[config.mk]
export PLATFORM = sky130hd
export DESIGN_NAME = gpio_irq_bank
export DESIGN_NICKNAME = d
export VERILOG_FILES = /design/src/rtl/gpio_irq_pkg.sv /design/src/rtl/gpio_evt_filter.sv /design/src/rtl/gpio_evt_pin.sv /design/src/rtl/gpio_evt_enable.sv /design/src/rtl/gpio_irq_bank.sv
export SDC_FILE = /design/constraint.sdc
export NUM_CORES = 1
export LEC_CHECK = 0
export BUFFER_PORTS_ARGS = -buffer_cell sky130_fd_sc_hd__buf_4
export CAP_MARGIN = 20
export CELL_PAD_IN_SITES_DETAIL_PLACEMENT = 2
export CELL_PAD_IN_SITES_GLOBAL_PLACEMENT = 2
export CORE_MARGIN = 8
export CORE_UTILIZATION = 45
export CTS_BUF_LIST = sky130_fd_sc_hd__clkbuf_16
export CTS_CLUSTER_DIAMETER = 120
export CTS_CLUSTER_SIZE = 20
export DETAILED_ROUTE_END_ITERATION = 7
export PLACE_DENSITY = 0.93
export SYNTH_ARGS = -nofsm -noshare
export SYNTH_HDL_FRONTEND = slang
export SYNTH_HIERARCHICAL = 1
export SYNTH_SLANG_ARGS = --single-unit
[constraint.sdc]
create_clock -name clk -period 3.78 [get_ports clk]
set_input_delay 0.378 -clock clk [delete_from_list [all_inputs] [get_ports clk]]
set_output_delay 0.378 -clock clk [all_outputs]
set_load 0.05 [all_outputs]
[src/rtl/gpio_irq_pkg.sv]
package gpio_irq_pkg;

  localparam int WORD_W = 32;

  // write modes shared by control words and the enable register
  typedef enum logic [1:0] {
    MODE_WRITE  = 2'd0,
    MODE_TOGGLE = 2'd1,
    MODE_SET    = 2'd2,
    MODE_CLEAR  = 2'd3
  } wr_mode_e;

  // control word field positions
  localparam int SRC_LO  = 20;
  localparam int SRC_HI  = 27;
  localparam int KILL_B  = 28;
  localparam int OVR_LO  = 30;
  localparam int OVR_HI  = 31;
  localparam int NSRC    = SRC_HI - SRC_LO + 1;

  // source enable indices within the stored enable byte
  localparam int S_FALL  = 0;
  localparam int S_RISE  = 1;
  localparam int S_LOW   = 2;
  localparam int S_HIGH  = 3;
  localparam int S_FFALL = 4;
  localparam int S_FRISE = 5;
  localparam int S_FLOW  = 6;
  localparam int S_FHIGH = 7;

  // override codes
  typedef enum logic [1:0] {
    OVR_PASS = 2'd0,
    OVR_INV  = 2'd1,
    OVR_LOW  = 2'd2,
    OVR_HIGH = 2'd3
  } ovr_e;

  typedef struct packed {
    logic [1:0]      ovr;
    logic [NSRC-1:0] src;
  } pin_cfg_t;

  localparam int CFG_W = $bits(pin_cfg_t);

  function automatic logic [CFG_W-1:0] mode_merge(
    input logic [CFG_W-1:0] cur,
    input logic [CFG_W-1:0] wd,
    input logic [1:0]       mode
  );
    logic [CFG_W-1:0] res;
    case (mode)
      MODE_WRITE:  res = wd;
      MODE_TOGGLE: res = cur ^ wd;
      MODE_SET:    res = cur | wd;
      default:     res = cur & ~wd;
    endcase
    return res;
  endfunction

endpackage

[src/rtl/gpio_evt_filter.sv]
module gpio_evt_filter #(
  parameter int FILT_LEN = 4
) (
  input  logic clk,
  input  logic rst_n,
  input  logic lvl_in,
  output logic filt_q,
  output logic f_rise,
  output logic f_fall
);
  localparam int CNT_W = (FILT_LEN > 2) ? $clog2(FILT_LEN) : 1;
  localparam logic [CNT_W-1:0] CNT_LAST = CNT_W'(FILT_LEN - 1);

  logic [CNT_W-1:0] cnt_q, cnt_d;
  logic             filt_d;

  always_comb begin
    cnt_d  = '0;
    filt_d = filt_q;
    if (lvl_in != filt_q) begin
      if (cnt_q == CNT_LAST) begin
        filt_d = lvl_in;
      end else begin
        cnt_d = cnt_q + 1'b1;
      end
    end
  end

  always_ff @(posedge clk or negedge rst_n) begin
    if (!rst_n) begin
      cnt_q  <= '0;
      filt_q <= 1'b0;
    end else begin
      cnt_q  <= cnt_d;
      filt_q <= filt_d;
    end
  end

  assign f_rise = filt_d & ~filt_q;
  assign f_fall = ~filt_d & filt_q;

endmodule

[src/rtl/gpio_evt_pin.sv]
module gpio_evt_pin
  import gpio_irq_pkg::*;
#(
  parameter int FILT_LEN = 4
) (
  input  logic              clk,
  input  logic              rst_n,
  input  logic              lvl_in,
  input  logic              cfg_we,
  input  logic [1:0]        cfg_mode,
  input  logic [WORD_W-1:0] cfg_wdata,
  output logic              event_o
);
  localparam int NLAT = 4;

  pin_cfg_t        cfg_q, cfg_d;
  logic            prev_q;
  logic [NLAT-1:0] lat_q, lat_d;
  logic            filt_lvl, f_rise, f_fall;
  logic            kill_cmd;
  logic [NLAT-1:0] det, det_en;
  logic            ev_raw;

  gpio_evt_filter #(.FILT_LEN(FILT_LEN)) u_filt (
    .clk    (clk),
    .rst_n  (rst_n),
    .lvl_in (lvl_in),
    .filt_q (filt_lvl),
    .f_rise (f_rise),
    .f_fall (f_fall)
  );

  // configuration next state
  always_comb begin
    cfg_d = mode_merge(cfg_q,
                       {cfg_wdata[OVR_HI:OVR_LO], cfg_wdata[SRC_HI:SRC_LO]},
                       cfg_mode);
  end

  assign kill_cmd = cfg_we && (cfg_mode != MODE_CLEAR) && cfg_wdata[KILL_B];

  // latch order: raw fall, raw rise, filtered fall, filtered rise
  assign det    = {f_rise, f_fall, lvl_in & ~prev_q, ~lvl_in & prev_q};
  assign det_en = {cfg_q.src[S_FRISE], cfg_q.src[S_FFALL],
                   cfg_q.src[S_RISE],  cfg_q.src[S_FALL]};

  always_comb begin
    lat_d = lat_q;
    if (kill_cmd) begin
      lat_d = '0;
    end
    lat_d = lat_d | (det & det_en);
  end

  always_ff @(posedge clk or negedge rst_n) begin
    if (!rst_n) begin
      cfg_q <= '0;
    end else if (cfg_we) begin
      cfg_q <= cfg_d;
    end
  end

  always_ff @(posedge clk or negedge rst_n) begin
    if (!rst_n) begin
      prev_q <= 1'b0;
      lat_q  <= '0;
    end else begin
      prev_q <= lvl_in;
      lat_q  <= lat_d;
    end
  end

  // combined event and override
  always_comb begin
    ev_raw = (|lat_q)
           | (cfg_q.src[S_LOW]   & ~lvl_in)
           | (cfg_q.src[S_HIGH]  &  lvl_in)
           | (cfg_q.src[S_FLOW]  & ~filt_lvl)
           | (cfg_q.src[S_FHIGH] &  filt_lvl);
    case (cfg_q.ovr)
      OVR_PASS: event_o = ev_raw;
      OVR_INV:  event_o = ~ev_raw;
      OVR_LOW:  event_o = 1'b0;
      default:  event_o = 1'b1;
    endcase
  end

endmodule

[src/rtl/gpio_evt_enable.sv]
module gpio_evt_enable
  import gpio_irq_pkg::*;
#(
  parameter int NPINS = 28
) (
  input  logic             clk,
  input  logic             rst_n,
  input  logic             en_we,
  input  logic [1:0]       en_mode,
  input  logic [NPINS-1:0] en_wdata,
  output logic [NPINS-1:0] en_q
);
  logic [NPINS-1:0] en_d;

  always_comb begin
    case (en_mode)
      MODE_WRITE:  en_d = en_wdata;
      MODE_TOGGLE: en_d = en_q ^ en_wdata;
      MODE_SET:    en_d = en_q | en_wdata;
      default:     en_d = en_q & ~en_wdata;
    endcase
  end

  always_ff @(posedge clk or negedge rst_n) begin
    if (!rst_n) begin
      en_q <= '0;
    end else if (en_we) begin
      en_q <= en_d;
    end
  end

endmodule

[src/rtl/gpio_irq_bank.sv]
module gpio_irq_bank
  import gpio_irq_pkg::*;
#(
  parameter int NPINS    = 28,
  parameter int FILT_LEN = 4,
  parameter int PIDX_W   = (NPINS > 1) ? $clog2(NPINS) : 1
) (
  input  logic              clk,
  input  logic              rst_n,
  input  logic [NPINS-1:0]  pin_lvl,
  input  logic              reg_we,
  input  logic              reg_tgt,
  input  logic [1:0]        reg_alias,
  input  logic [PIDX_W-1:0] reg_pin,
  input  logic [WORD_W-1:0] reg_wdata,
  output logic [NPINS-1:0]  irq_status,
  output logic              irq_req
);
  logic [NPINS-1:0] pin_ev;
  logic [NPINS-1:0] en_q;
  logic             en_we;

  assign en_we = reg_we && reg_tgt;

  gpio_evt_enable #(.NPINS(NPINS)) u_en (
    .clk      (clk),
    .rst_n    (rst_n),
    .en_we    (en_we),
    .en_mode  (reg_alias),
    .en_wdata (reg_wdata[NPINS-1:0]),
    .en_q     (en_q)
  );

  for (genvar i = 0; i < NPINS; i++) begin : g_pin
    logic sel_we;
    assign sel_we = reg_we && !reg_tgt && (reg_pin == PIDX_W'(i));

    gpio_evt_pin #(.FILT_LEN(FILT_LEN)) u_pin (
      .clk       (clk),
      .rst_n     (rst_n),
      .lvl_in    (pin_lvl[i]),
      .cfg_we    (sel_we),
      .cfg_mode  (reg_alias),
      .cfg_wdata (reg_wdata),
      .event_o   (pin_ev[i])
    );
  end

  assign irq_status = pin_ev & en_q;
  assign irq_req    = |irq_status;

endmodule

==> flow_summary.toml <==
[outcome]
status = "finished with violations"
violations = "negative setup slack"

[floorplanning]
rows = 111
core_um2 = 91500
fp.dieH_um = 320
dieArea_um2 = 102000
dieWidth_um = 320
io_pins = 100
start_util_pct = 45.3

[global_route]
grt_start_max_net_pins = 75
grtUsageTotal_pct = 29.2
antenna_found_initial = 5
grt_pass1_wl_um = 230000
grt_pass1_vias = 35300
grt-ovfl-total = 0

[pwr]
p_leak_nw = 22.8
switching_share_pct = 39.4
p_sw_mw = 7.65
pwr_density_cell_nw_per_um2 = 430
ir_worst_vdd_uv = 378
combinationalPowerShare_pct = 37.4
p_seq_share_pct = 43.5
p_clk_share_pct = 19.1
p_int_mw = 11.7

[timing]
tightest_slew_ns = 1.16
period_share_pct = 104
max_freq_ghz = 0.254
holdWs_ns = 0.0891
skew_ns = 0.0262
rsz0062_at_grt = "yes"
slew_headroom_pct = 22.7
hold_violations = 0
setup_violations = 1
finalMaxSlewViolations = 0
finalWorstSetupSlack_ns = -0.159
period_minus_slack_ns = 3.94

[yosys]
async_reset_ff_share_pct = 100
synthCells = 3549
syn_area_per_cell_um2 = 11.7
synth_top_area_share_pct = 32.1
synth_area_um2 = 41500
synth_nets = 4264
synth-seq-cells = 532
synth-edff-count = 0
synth-compound-area-share_pct = 4.11
synth_xor_area_share_pct = 1.18
synth_top_area_cell = "dfrtp_1"
yosys.area_share.simple_pct = 5.28
synthAdderAreaFrac_pct = 19.4
synthMuxAreaShare_pct = 27.3
yosys_warnings = 6
seq_area_frac_synth_pct = 32.1
synth_ff_type = "dfrtp_1"
synth_top_family_by_area = "multiplexers"
synth.distinct_cells = 39
ys_top_cells_by_area = "dfrtp_1, ha_1, mux4_2"

[critical_path]
cp_num_buf_inv = 1
cp.required_ns = 3.40
critPathMaxFanout = 2
cp_cell_sequence = "nor4_4 -> a31oi_4 -> xnor2_2 -> and2_4 -> or4_4 -> or4_1 -> or4_4 -> buf_8"
slowest_stage = "or4_4"
crit_top_cell = "or4_4"
crit_arrival_ns = 3.56
critPathKind = "flop to output port"
end_kind = "output port"
critPathTopFamily = "simple AND/OR/NAND/NOR gates"
critPathMaxStageDelay_ns = 0.55
startpoint = "g_pin[16].u_pin/lat_q[1]"
start_kind = "flop"
r2r_start = "g_pin[1].u_pin/cfg_q[8]"

[run]
maxCapViolations = 0

[route]
top_layer = "met4"
wl_per_cell_um = 30.9
dr_wl_met3_um = 5920
vias_per_cell = 5.95
drt_iter0_drc = 1771
dr_wl_met2_um = 80900
dr.pass1.iters = 7
drc = 0
drt.antenna.violating_nets = 0
wl_met1_um = 57000
num_vias = 29100
routed_wl_um = 151000

[cts]
tritoncts = "built"
clock_latency_ns = 0.68
clk_pin_slew_ns = 0.09
cts_made_buffers = 31
cts.sinks = 532
cts-root-buf = "clkbuf_16"
cts-htree-levels = 1
cts_buffer_depth = 3

[finish]
nets = 4414
area_growth_pct = 8.70
final_util_pct = 49.3
stdcell_count = 4894
drive_gt1_share_pct = 21.6

[placed_design]
place_inst = 4819
place_congestion = 0.764
portBuffers = 98
detailed_place_hpwl_um = 102000

[min_path]
hold_path_class = "input pin to flop"
holdCritStartpoint = "pin_lvl[20]"
-- routing by layer --
metal	global-route usage (%)	up-vias
li1	-	12200
met1	32.9	15600
met2	54.4	885
met3	3.69	411
met4	13.6	0
met5	0	-
-- synth_stat cells, types with 5 or more instances --
library cell    n
inv_1         943
ha_1          644
dfrtp_1       532
mux4_2        224
mux2_4        215
nand2_1        98
mux2i_1        84
nor2_1         81
mux2_2         65
buf_6          57
a22o_1         56
mux4_1         56
xnor2_1        56
o2bb2ai_1      37
buf_2          35
nor4_1         30
nand3_1        29
nor3b_1        29
a21oi_1        28
a31oi_1        28
and2_1         28
nor2b_1        28
nor3_2         28
o21ai_0        28
o221ai_1       28
a32o_1         19
or2_0          17
or2_2          11
nand2b_1        7
nor3_1          7
clkbuf_1        6
or4_1           5
-- final timing paths --
check | end | slack [ns] | cells after the start
max in group asynchronous | g_pin[15].u_pin/cfg_q[1] | 2.23 | 3
min | g_pin[20].u_pin/u_filt/filt_q | 0.09 | 3
max | irq_req | -0.16 | 8
min reg2reg | g_pin[19].u_pin/u_filt/cnt_q[0] | 0.46 | 1
max reg2reg | g_pin[1].u_pin/cfg_q[8] | 1.92 | 4
min in group asynchronous | g_pin[24].u_pin/lat_q[1] | 0.30 | 2
-- power by group through the flow --
stage	logic, mW	clock network (mW)	registers, mW
finish	7.25	3.71	8.42
global route	7.73	3.95	8.54
CTS	7.21	3.83	8.38
detailed placement	6.86	0	8.39
global placement	5.80	0	8.11
floorplan	4.45	0	7.85
-- placed cells by master (no fill, tap or decap), types with 31 or more instances in the layout --
cell type	Yosys	layout
o2bb2ai_1	37	37
inv_1	943	943
mux4_1	56	56
dfrtp_1	532	530
mux4_2	224	224
mux2i_1	84	83
nor2_1	81	81
a22o_1	56	56
ha_1	644	644
nor3_2	28	35
nand2_1	98	98
xnor2_1	56	54
clkbuf_16	0	31
buf_4	2	169
mux2_2	65	65
mux2_4	215	215
-- cells by family after synthesis --
kind of cell,after synthesis
xor+xnor,56
buf+inv,1045
flops,532
compound gates,224
mux,644
fa+ha+maj,644
simple gates,404
-- per-stage QoR --
stage	power (mW)	TNS (ns)	worst slack, ns	area (um^2)
after floorplan	12.3	0	0.455	41500
after global placement	13.9	0	0.185	43800
after detailed placement	15.3	0	0.180	43800
after CTS	19.4	-0.152	-0.152	45000
after global routing	20.2	-0.256	-0.256	45100
final	19.4	-0.159	-0.159	45100
-- sequential cells by signal, summed over array words and instances, names as in the netlist --
register and count:
u_en/en_q 28, g_pin.u_pin/u_filt/cnt_q 56, g_pin.u_pin/prev_q 28, g_pin.u_pin/lat_q 112, g_pin.u_pin/cfg_q 280, g_pin.u_pin/u_filt/filt_q 28
-- area by class of cell --
| type | count | area (um^2) |
|---|---|---|
| Antenna cell | 4 | 10.0 |
| Clock buffer | 31 | 776 |
| Clock inverter | 7 | 48.8 |
| Fill cell | 8896 | 46400 |
| Inverter | 943 | 3540 |
| Multi-Input combinational cell | 1972 | 24000 |
| Sequential cell | 532 | 13300 |
| Tap cell | 1186 | 1480 |
| Timing Repair Buffer | 219 | 1950 |
-- tightest hold or removal path, stage by stage --
cell and delay [ns]:
buf_4 0.15, nand2_1 0.09, o21ai_0 0.09
-- timing repair --
action / CTS / global route
gates resized for setup: 22 / 10
setup buffers: 2 / 1
pin swaps: 13 / 5
hold buffers: 30 / 0
endpoints found under the hold margin: 103 / 0
setup endpoints to repair: 1 / 1
Note: power is estimated with default switching activity, not from simulation.
